===== src/rtl/hpd_filt_pkg.sv =====
`timescale 1ns/1ps
package hpd_filt_pkg;
    typedef enum logic [1:0] {
        ST_LOW       = 2'd0,
        ST_RISE_WAIT = 2'd1,
        ST_HIGH      = 2'd2,
        ST_FALL_WAIT = 2'd3
    } hpd_state_e;
endpackage


===== src/rtl/hpd_sync.sv =====
`timescale 1ns/1ps
module hpd_sync #(
    parameter int STAGES = 2
) (
    input  logic clk,
    input  logic rst_n,
    input  logic d_i,
    output logic q_o
);
    logic [STAGES-1:0] chain_q;

    genvar gi;
    generate
        for (gi = 0; gi < STAGES; gi++) begin : g_stage
            if (gi == 0) begin : g_first
                always_ff @(posedge clk or negedge rst_n) begin
                    if (!rst_n) chain_q[0] <= 1'b0;
                    else        chain_q[0] <= d_i;
                end
            end else begin : g_next
                always_ff @(posedge clk or negedge rst_n) begin
                    if (!rst_n) chain_q[gi] <= 1'b0;
                    else        chain_q[gi] <= chain_q[gi-1];
                end
            end
        end
    endgenerate

    assign q_o = chain_q[STAGES-1];
endmodule


===== src/rtl/hpd_glitch_stage.sv =====
`timescale 1ns/1ps
module hpd_glitch_stage #(
    parameter int CW = 4
) (
    input  logic          clk,
    input  logic          rst_n,
    input  logic          lvl_i,
    input  logic [CW-1:0] thresh_i,
    output logic          lvl_o
);
    localparam logic [CW-1:0] ONE = 1;

    logic [CW-1:0] cnt_q;
    logic          out_q;

    // Accept a new level once it has been seen thresh_i+1 cycles in a row.
    always_ff @(posedge clk or negedge rst_n) begin
        if (!rst_n) begin
            cnt_q <= '0;
            out_q <= 1'b0;
        end else if (lvl_i == out_q) begin
            cnt_q <= '0;
        end else if (cnt_q >= thresh_i) begin
            out_q <= lvl_i;
            cnt_q <= '0;
        end else begin
            cnt_q <= cnt_q + ONE;
        end
    end

    assign lvl_o = out_q;
endmodule


===== src/rtl/hpd_valid_fsm.sv =====
`timescale 1ns/1ps
module hpd_valid_fsm
    import hpd_filt_pkg::*;
#(
    parameter int TW        = 12,
    parameter int UNIT_LOG2 = 10
) (
    input  logic          clk,
    input  logic          rst_n,
    input  logic          lvl_i,
    input  logic [TW-1:0] thresh_i,
    output logic          level_o,
    output logic          rise_o,
    output logic          fall_o
);
    localparam int CNTW = TW + UNIT_LOG2;
    localparam logic [CNTW-1:0] ONE = 1;

    hpd_state_e     state_q, state_d;
    logic [CNTW-1:0] cnt_q, cnt_d;
    logic [CNTW-1:0] limit;
    logic            next_high;
    logic            level_q, rise_q, fall_q;

    assign limit = {thresh_i, {UNIT_LOG2{1'b0}}};

    always_comb begin
        state_d = state_q;
        cnt_d   = cnt_q;
        unique case (state_q)
            ST_LOW: begin
                if (lvl_i) begin
                    if (limit == '0) begin
                        state_d = ST_HIGH;
                        cnt_d   = '0;
                    end else begin
                        state_d = ST_RISE_WAIT;
                        cnt_d   = ONE;
                    end
                end
            end
            ST_RISE_WAIT: begin
                if (!lvl_i) begin
                    state_d = ST_LOW;
                    cnt_d   = '0;
                end else if (cnt_q >= limit) begin
                    state_d = ST_HIGH;
                    cnt_d   = '0;
                end else begin
                    cnt_d = cnt_q + ONE;
                end
            end
            ST_HIGH: begin
                if (!lvl_i) begin
                    if (limit == '0) begin
                        state_d = ST_LOW;
                        cnt_d   = '0;
                    end else begin
                        state_d = ST_FALL_WAIT;
                        cnt_d   = ONE;
                    end
                end
            end
            ST_FALL_WAIT: begin
                if (lvl_i) begin
                    state_d = ST_HIGH;
                    cnt_d   = '0;
                end else if (cnt_q >= limit) begin
                    state_d = ST_LOW;
                    cnt_d   = '0;
                end else begin
                    cnt_d = cnt_q + ONE;
                end
            end
        endcase
    end

    // State register
    always_ff @(posedge clk or negedge rst_n) begin
        if (!rst_n) begin
            state_q <= ST_LOW;
            cnt_q   <= '0;
        end else begin
            state_q <= state_d;
            cnt_q   <= cnt_d;
        end
    end

    assign next_high = (state_d == ST_HIGH) || (state_d == ST_FALL_WAIT);

    // Output register: level and edge pulses move together
    always_ff @(posedge clk or negedge rst_n) begin
        if (!rst_n) begin
            level_q <= 1'b0;
            rise_q  <= 1'b0;
            fall_q  <= 1'b0;
        end else begin
            level_q <= next_high;
            rise_q  <= next_high & ~level_q;
            fall_q  <= ~next_high & level_q;
        end
    end

    assign level_o = level_q;
    assign rise_o  = rise_q;
    assign fall_o  = fall_q;
endmodule


===== src/rtl/hpd_deglitch.sv =====
`timescale 1ns/1ps
module hpd_deglitch #(
    parameter int SYNC_STAGES = 2,
    parameter int GLITCH_W    = 4,
    parameter int VALID_W     = 12,
    parameter int UNIT_LOG2   = 10
) (
    input  logic                clk,
    input  logic                rst_n,
    input  logic                hpd_raw,
    input  logic [GLITCH_W-1:0] glitch_thresh,
    input  logic [VALID_W-1:0]  valid_thresh,
    output logic                hpd_level,
    output logic                hpd_rise,
    output logic                hpd_fall
);
    logic sync_lvl;
    logic glitch_lvl;

    hpd_sync #(.STAGES(SYNC_STAGES)) u_sync (
        .clk   (clk),
        .rst_n (rst_n),
        .d_i   (hpd_raw),
        .q_o   (sync_lvl)
    );

    hpd_glitch_stage #(.CW(GLITCH_W)) u_glitch (
        .clk      (clk),
        .rst_n    (rst_n),
        .lvl_i    (sync_lvl),
        .thresh_i (glitch_thresh),
        .lvl_o    (glitch_lvl)
    );

    hpd_valid_fsm #(.TW(VALID_W), .UNIT_LOG2(UNIT_LOG2)) u_valid (
        .clk      (clk),
        .rst_n    (rst_n),
        .lvl_i    (glitch_lvl),
        .thresh_i (valid_thresh),
        .level_o  (hpd_level),
        .rise_o   (hpd_rise),
        .fall_o   (hpd_fall)
    );
endmodule


===== config.mk =====
export PLATFORM = sky130hd
export DESIGN_NAME = hpd_deglitch
export DESIGN_NICKNAME = d
export VERILOG_FILES = /design/src/rtl/hpd_filt_pkg.sv /design/src/rtl/hpd_sync.sv /design/src/rtl/hpd_glitch_stage.sv /design/src/rtl/hpd_valid_fsm.sv /design/src/rtl/hpd_deglitch.sv
export SDC_FILE = /design/constraint.sdc
export NUM_CORES = 1
export LEC_CHECK = 0
export BUFFER_PORTS_ARGS = -buffer_cell sky130_fd_sc_hd__buf_2
export CORE_UTILIZATION = 40
export DETAILED_ROUTE_END_ITERATION = 12
export PLACE_DENSITY = 0.69
export SYNTH_ARGS = -nofsm -noshare
export SYNTH_HDL_FRONTEND = slang
export SYNTH_SLANG_ARGS = --single-unit

===== constraint.sdc =====
create_clock -name clk -period 6.2 [get_ports clk]
set_clock_uncertainty 0.05 [all_clocks]
set_input_delay 0.62 -clock clk [delete_from_list [all_inputs] [get_ports clk]]
set_output_delay 0.62 -clock clk [all_outputs]
set_load 0.05 [all_outputs]

## Yosys cells after proc, flatten, opt, wreduce, memory -nomap -nowiden

Index checks and enable logic that the tools add are counted.

| cells by class | value |
|---|---|
| reduce and logical (&&, ||, !) cells | 5 |
| order comparisons | 2 |
| mux-type cells | 18 |
| $add $sub $neg | 2 |
| bitwise gates (word level) | 5 |
| equal/unequal tests | 8 |

Operators by type and width:

| operator | number |
|---|---|
| two-way mux 22 bit | 5 |
| one-hot mux 22 bit (4 select lines) | 1 |
| adder 22 x 1 -> 22 bit, second input constant | 1 |
| greater-or-equal comparator 22 bit | 1 |
| logical NOT 22 bit | 1 |
| two-way mux 2 bit | 8 |
| equality test 2 bit, second input constant | 4 |
| two-way mux 4 bit | 2 |
| one-hot mux 2 bit (4 select lines) | 1 |
| adder 4 x 1 -> 4 bit, second input constant | 1 |
| greater-or-equal comparator 4 bit | 1 |
| != test 2 bit, second input constant | 2 |
| AND reduction 2 bit | 2 |
| inverter 1 bit | 3 |
| AND 1 bit | 2 |
| equality test 2 x 1 -> 1 bit, second input constant | 1 |
| logical NOT 2 bit | 1 |
| equality test 1 bit | 1 |
| logical OR 1 bit | 1 |
| two-way mux 1 bit | 1 |

| word-level totals | value |
|---|---|
| logic and storage cells | 49 |
| output and inout port bits | 3 |
| bits in registers | 34 |
| input bits | 19 |

## Logic depth before layout (Yosys ltp)

| depth | value |
|---|---|
| depth after elaboration | 8 |
| mapped depth | 10 |
| depth with buffers taken out | 8 |

## Cells and area by module

From an unflattened synthesis, not the netlist that was laid out.

| unflattened totals | value |
|---|---|
| cell total of the unflattened synthesis | 230 |
| area, all modules | 2148.3 µm² |

Modules (own cells, without submodules):

| module | area an instance (µm²) | seq. area each (µm²) | cells each | instances |
|---|---|---|---|---|
| hpd_valid_fsm | 1769.2 | 650.6 | 198 | 1 |
| hpd_glitch_stage | 329.1 | 125.1 | 30 | 1 |
| hpd_sync | 50.0 | 50.0 | 2 | 1 |

## Worst setup path before layout

No wires, ideal clock.

| timing | value |
|---|---|
| path kind | input-to-reg |
| from | input valid_thresh[3] |
| to | register u_valid.cnt_q[18] |
| data required time | 6.081 ns |
| path buffers | 1 |
| library setup time | 0.069 ns |
| arrival time | 2.154 ns |
| stages on the path | 9 |
| path slack | 3.927 ns |
| cell sequence | inv_1 -> ha_1 -> nand2_1 -> nor4_1 -> o311ai_1 -> nand2_1 -> buf_4 -> or3_1 -> nand3_1 |

| on the way | value |
|---|---|
| word-level cells in the longest chain between the ends | 4 |
| elaborated cells between the ends (all ways) | 5 |
| those cells by class | order compare: 1; mux: 4 |

Ends and longest elaborated chain:

| what | RTL line | RTL |
|---|---|---|
| start: declaration | hpd_deglitch.sv:12 | `input logic [VALID_W-1:0] valid_thresh,` |
| greater-or-equal comparator 22 bit (*) | hpd_valid_fsm.sv:46, hpd_valid_fsm.sv:68 |  |
| two-way mux 22 bit (*) | hpd_valid_fsm.sv:46, hpd_valid_fsm.sv:68 |  |
| two-way mux 22 bit (on tied branches) | hpd_valid_fsm.sv:65, hpd_valid_fsm.sv:43 |  |
| one-hot mux 22 bit (4 select lines) (*) | hpd_valid_fsm.sv:30 | `unique case (state_q)` |
| end signal: assignment | hpd_valid_fsm.sv:85 | `cnt_q <= cnt_d;` |
| end: declaration | hpd_valid_fsm.sv:20 | `logic [CNTW-1:0] cnt_q, cnt_d;` |

Mark *: on every way between the ends. The rest lies on a longest branch, timed or not.
A chain may end at the register's enable or synchronous reset.

## Worst setup path in the final report

| timing | value |
|---|---|
| from | register u_valid.cnt_q[6] |
| to | register u_valid.cnt_q[6] |

| on the way | value |
|---|---|
| word-level cells in the longest chain between the ends | 4 |
| elaborated cells between the ends (all ways) | 6 |
| those cells by class | add/sub: 1; order compare: 1; mux: 4 |

Ends and longest elaborated chain:

| what | RTL line |
|---|---|
| adder 22 x 1 -> 22 bit / greater-or-equal comparator 22 bit (equally long branches) | -- |
| two-way mux 22 bit (*) | hpd_valid_fsm.sv:46, hpd_valid_fsm.sv:68 |
| two-way mux 22 bit (on tied branches) | hpd_valid_fsm.sv:65, hpd_valid_fsm.sv:43 |
| one-hot mux 22 bit (4 select lines) (*) | hpd_valid_fsm.sv:30 |

Marked as above.

==> results_dict.tcl <==
set metrics [dict create \
    run_status "completed" \
    antenna_found_initial 0 \
    fin_crit_ns 2.64 \
    finalCritPeriodShare_pct 42.7 \
    die_area_um2 5480 \
    cts_resized 0 \
    grt_max_degree 35 \
    powerDensity_nw_per_um2 351 \
    grt_usage_pct 17.0 \
    firstDrtPassIters 4 \
    synth.largest_area_cell "dfrtp_1" \
    setup_viol 0 \
    yosys-top-cells-count "dfrtp_1 (34), inv_1 (24), nand2_1 (22)" \
    r2r_slack_ns 3.56 \
    critPathArrivalTime_ns 2.77 \
    post_drt_wl_per_cell_um 13.4 \
    crit_path_max_incr_delay_ns 0.56 \
    clock_path_buffers 2 \
    grt_pass1_wl_mm 7.04 \
    syn_to_final_growth_pct 13.3 \
    initial_core_util_pct 42.8 \
    tightest_slew_ns 0.861 \
    cp_slowest_cell "nand2_1" \
    gp_congestion 0.807 \
    critPathKind "flip-flop to flip-flop" \
    crit_fanout 24 \
    tns_ns 0 \
    cts_tree "done" \
    register_area_um2 851 \
    hp-class "flip-flop to flip-flop" \
    ant_nets 0 \
    multi_input_comb_area_um2 1080 \
    cts_sinks 34 \
    yosysMostFrequentCell "dfrtp_1" \
    overflow 0 \
    avgSynthCellArea_um2 8.95 \
    synth_top_area_share_pct 41.0 \
    utilization_pct 48.5 \
    ys_seq_area_share_pct 41.0 \
    synth_edf_count 0 \
    nets 292 \
    synthesis.area_um2 2080 \
    diodes 0 \
    via_per_inst 5.29 \
    syn_nets 270 \
    port-buffer-count 21 \
    ctsHtreeMaxLevel 2 \
    slew_viol_final 0 \
    dp_hpwl_mm 3.11 \
    root_buffer "clkbuf_8" \
    yosys_warnings 0 \
    rows 25 \
    rsz0062_at_grt "no" \
    ys_ff_latch 34 \
    clock_latency_ns 0.29 \
    synth_ff_type "dfrtp_1" \
    synth.distinct_cells 39 \
    p_leak_nw 1.22 \
    async_flop_share_pct 100 \
    drv_cap 0 \
    min_from "u_sync.chain_q[0]" \
    fmax_mhz 378 \
    reg2reg_from "u_valid.cnt_q[6]" \
    core_um2 4850 \
    drt_iter0_markers 112 \
    r2r-end "u_valid.cnt_q[6]" \
    synth_area_leaders "dfrtp_1 (41%), ha_1 (11%), nand3_1 (4.3%)" \
    drc 0 \
    die_y_um 74.0 \
    num_io_pins 22 \
    path_clk_slew_ns 0.08 \
    die_x_um 74.0 \
    cp-start-kind "flip-flop" \
    fill_cells 459 \
    drive_gt1_share_pct 12.5 \
    final_area_um2 2350 \
    first_global_vias 1601 \
    whs_path_depth 0 \
    vias 1704 \
    reg2regPathDepth 6 \
    placed_area_um2 2210 \
    hold-path-endpoint "u_sync.q_o" \
    timing.critical_path.required_ns 6.33 \
    hold_viol 0 \
    cts-hold-fix-buffers 0 \
    post_cts_buffers 0 \
    synth_cells 232 \
    cp_cell_sequence "or4_1 -> nor4_1 -> o311ai_1 -> nand2_1 -> o21ai_0 -> a21o_2" \
    peakVddDrop_mv 0.170 \
    end_kind "flip-flop" \
    routed_wl_mm 4.30 \
    numCtsBuffers 5 \
    slew_headroom_pct 42.5 \
]
-- placed cells by master (no fill, tap or decap), drive strengths merged, types with 8 or more instances in the layout --
| cell | netlist | layout |
|---|---|---|
| buf | 6 | 21 |
| o21ai | 13 | 13 |
| nor2 | 13 | 13 |
| ha | 19 | 19 |
| a21o | 10 | 10 |
| nand3 | 18 | 18 |
| nand2 | 22 | 22 |
| or3 | 8 | 8 |
| a21oi | 16 | 16 |
| dfrtp | 34 | 34 |
| inv | 24 | 24 |
-- power breakdown --
part	leakage [nW]	internal, mW	total [mW]	switching, mW
Sequential	0.454	0.255	0.281	0.0261
Combinational	0.694	0.0882	0.299	0.211
Clock	0.0683	0.161	0.246	0.0850
-- sequential cells by signal (all words and copies together) (netlist names) --
name / count
u_glitch.cnt_q: 4
u_glitch.lvl_o: 1
u_sync.chain_q: 1
u_sync.q_o: 1
u_valid.cnt_q: 22
u_valid.fall_o: 1
u_valid.level_o: 1
u_valid.rise_o: 1
u_valid.state_q: 2
-- critical path: cells and delay by family, from the launching register on --
kind / cells / cell delay (ns)
AND/OR/NAND/NOR: 3 / 1.43
AO/OA/AOI/OAI: 3 / 0.62
flip-flops: 1 / 0.43
-- through the flow --
step	hold WS [ns]	setup slack [ns]	std cells	power (mW)
finish	0.311	3.56	322	0.826
global route	0.317	3.40	322	0.883
detailed placement	0.293	3.38	314	0.583
floorplan	0.274	3.93	232	0.531
CTS	0.310	3.57	322	0.831
global placement	0.284	3.40	314	0.575
-- how the worst max path moves through the flow --
stage                      startpoint                 to  slack, ns  cells after the start
floorplan             valid_thresh[3]  u_valid.cnt_q[18]       3.93                      9
global placement      valid_thresh[3]  u_valid.cnt_q[18]       3.40                      9
detailed placement    valid_thresh[3]   u_valid.cnt_q[3]       3.38                      9
CTS                  u_valid.cnt_q[6]   u_valid.cnt_q[6]       3.57                      6
global route        u_valid.cnt_q[15]  u_valid.cnt_q[12]       3.40                      7
finish               u_valid.cnt_q[6]   u_valid.cnt_q[6]       3.56                      6
-- area by class of cell --
| type | instances | area share, % |
|---|---|---|
| clock buffer | 5 | 2.93 |
| multi-input combinational | 168 | 46.1 |
| inverter | 24 | 3.83 |
| timing repair buffer | 21 | 4.47 |
| tap | 67 | 3.56 |
| clock inverter | 3 | 2.93 |
| sequential | 34 | 36.2 |
-- cells by family after synthesis --
family | Yosys count | synth area share [%]
compound gates | 50 | 14.9
xor+xnor | 6 | 2.53
flops | 34 | 41.0
buf+inv | 30 | 6.75
simple gates | 91 | 22.3
mux | 2 | 1.02
fa+ha+maj | 19 | 11.5
-- layer usage --
layer,wire (um),part of all wire [%],global-route usage [%],vias up
met1,2080,48,22.2,799
li1,-,-,-,864
met5,0,0,0,-
met4,86,2.0,8.12,0
met2,1950,45,26.9,32
met3,176,4.1,3.79,9
Note: power is estimated with default switching activity, not from simulation.
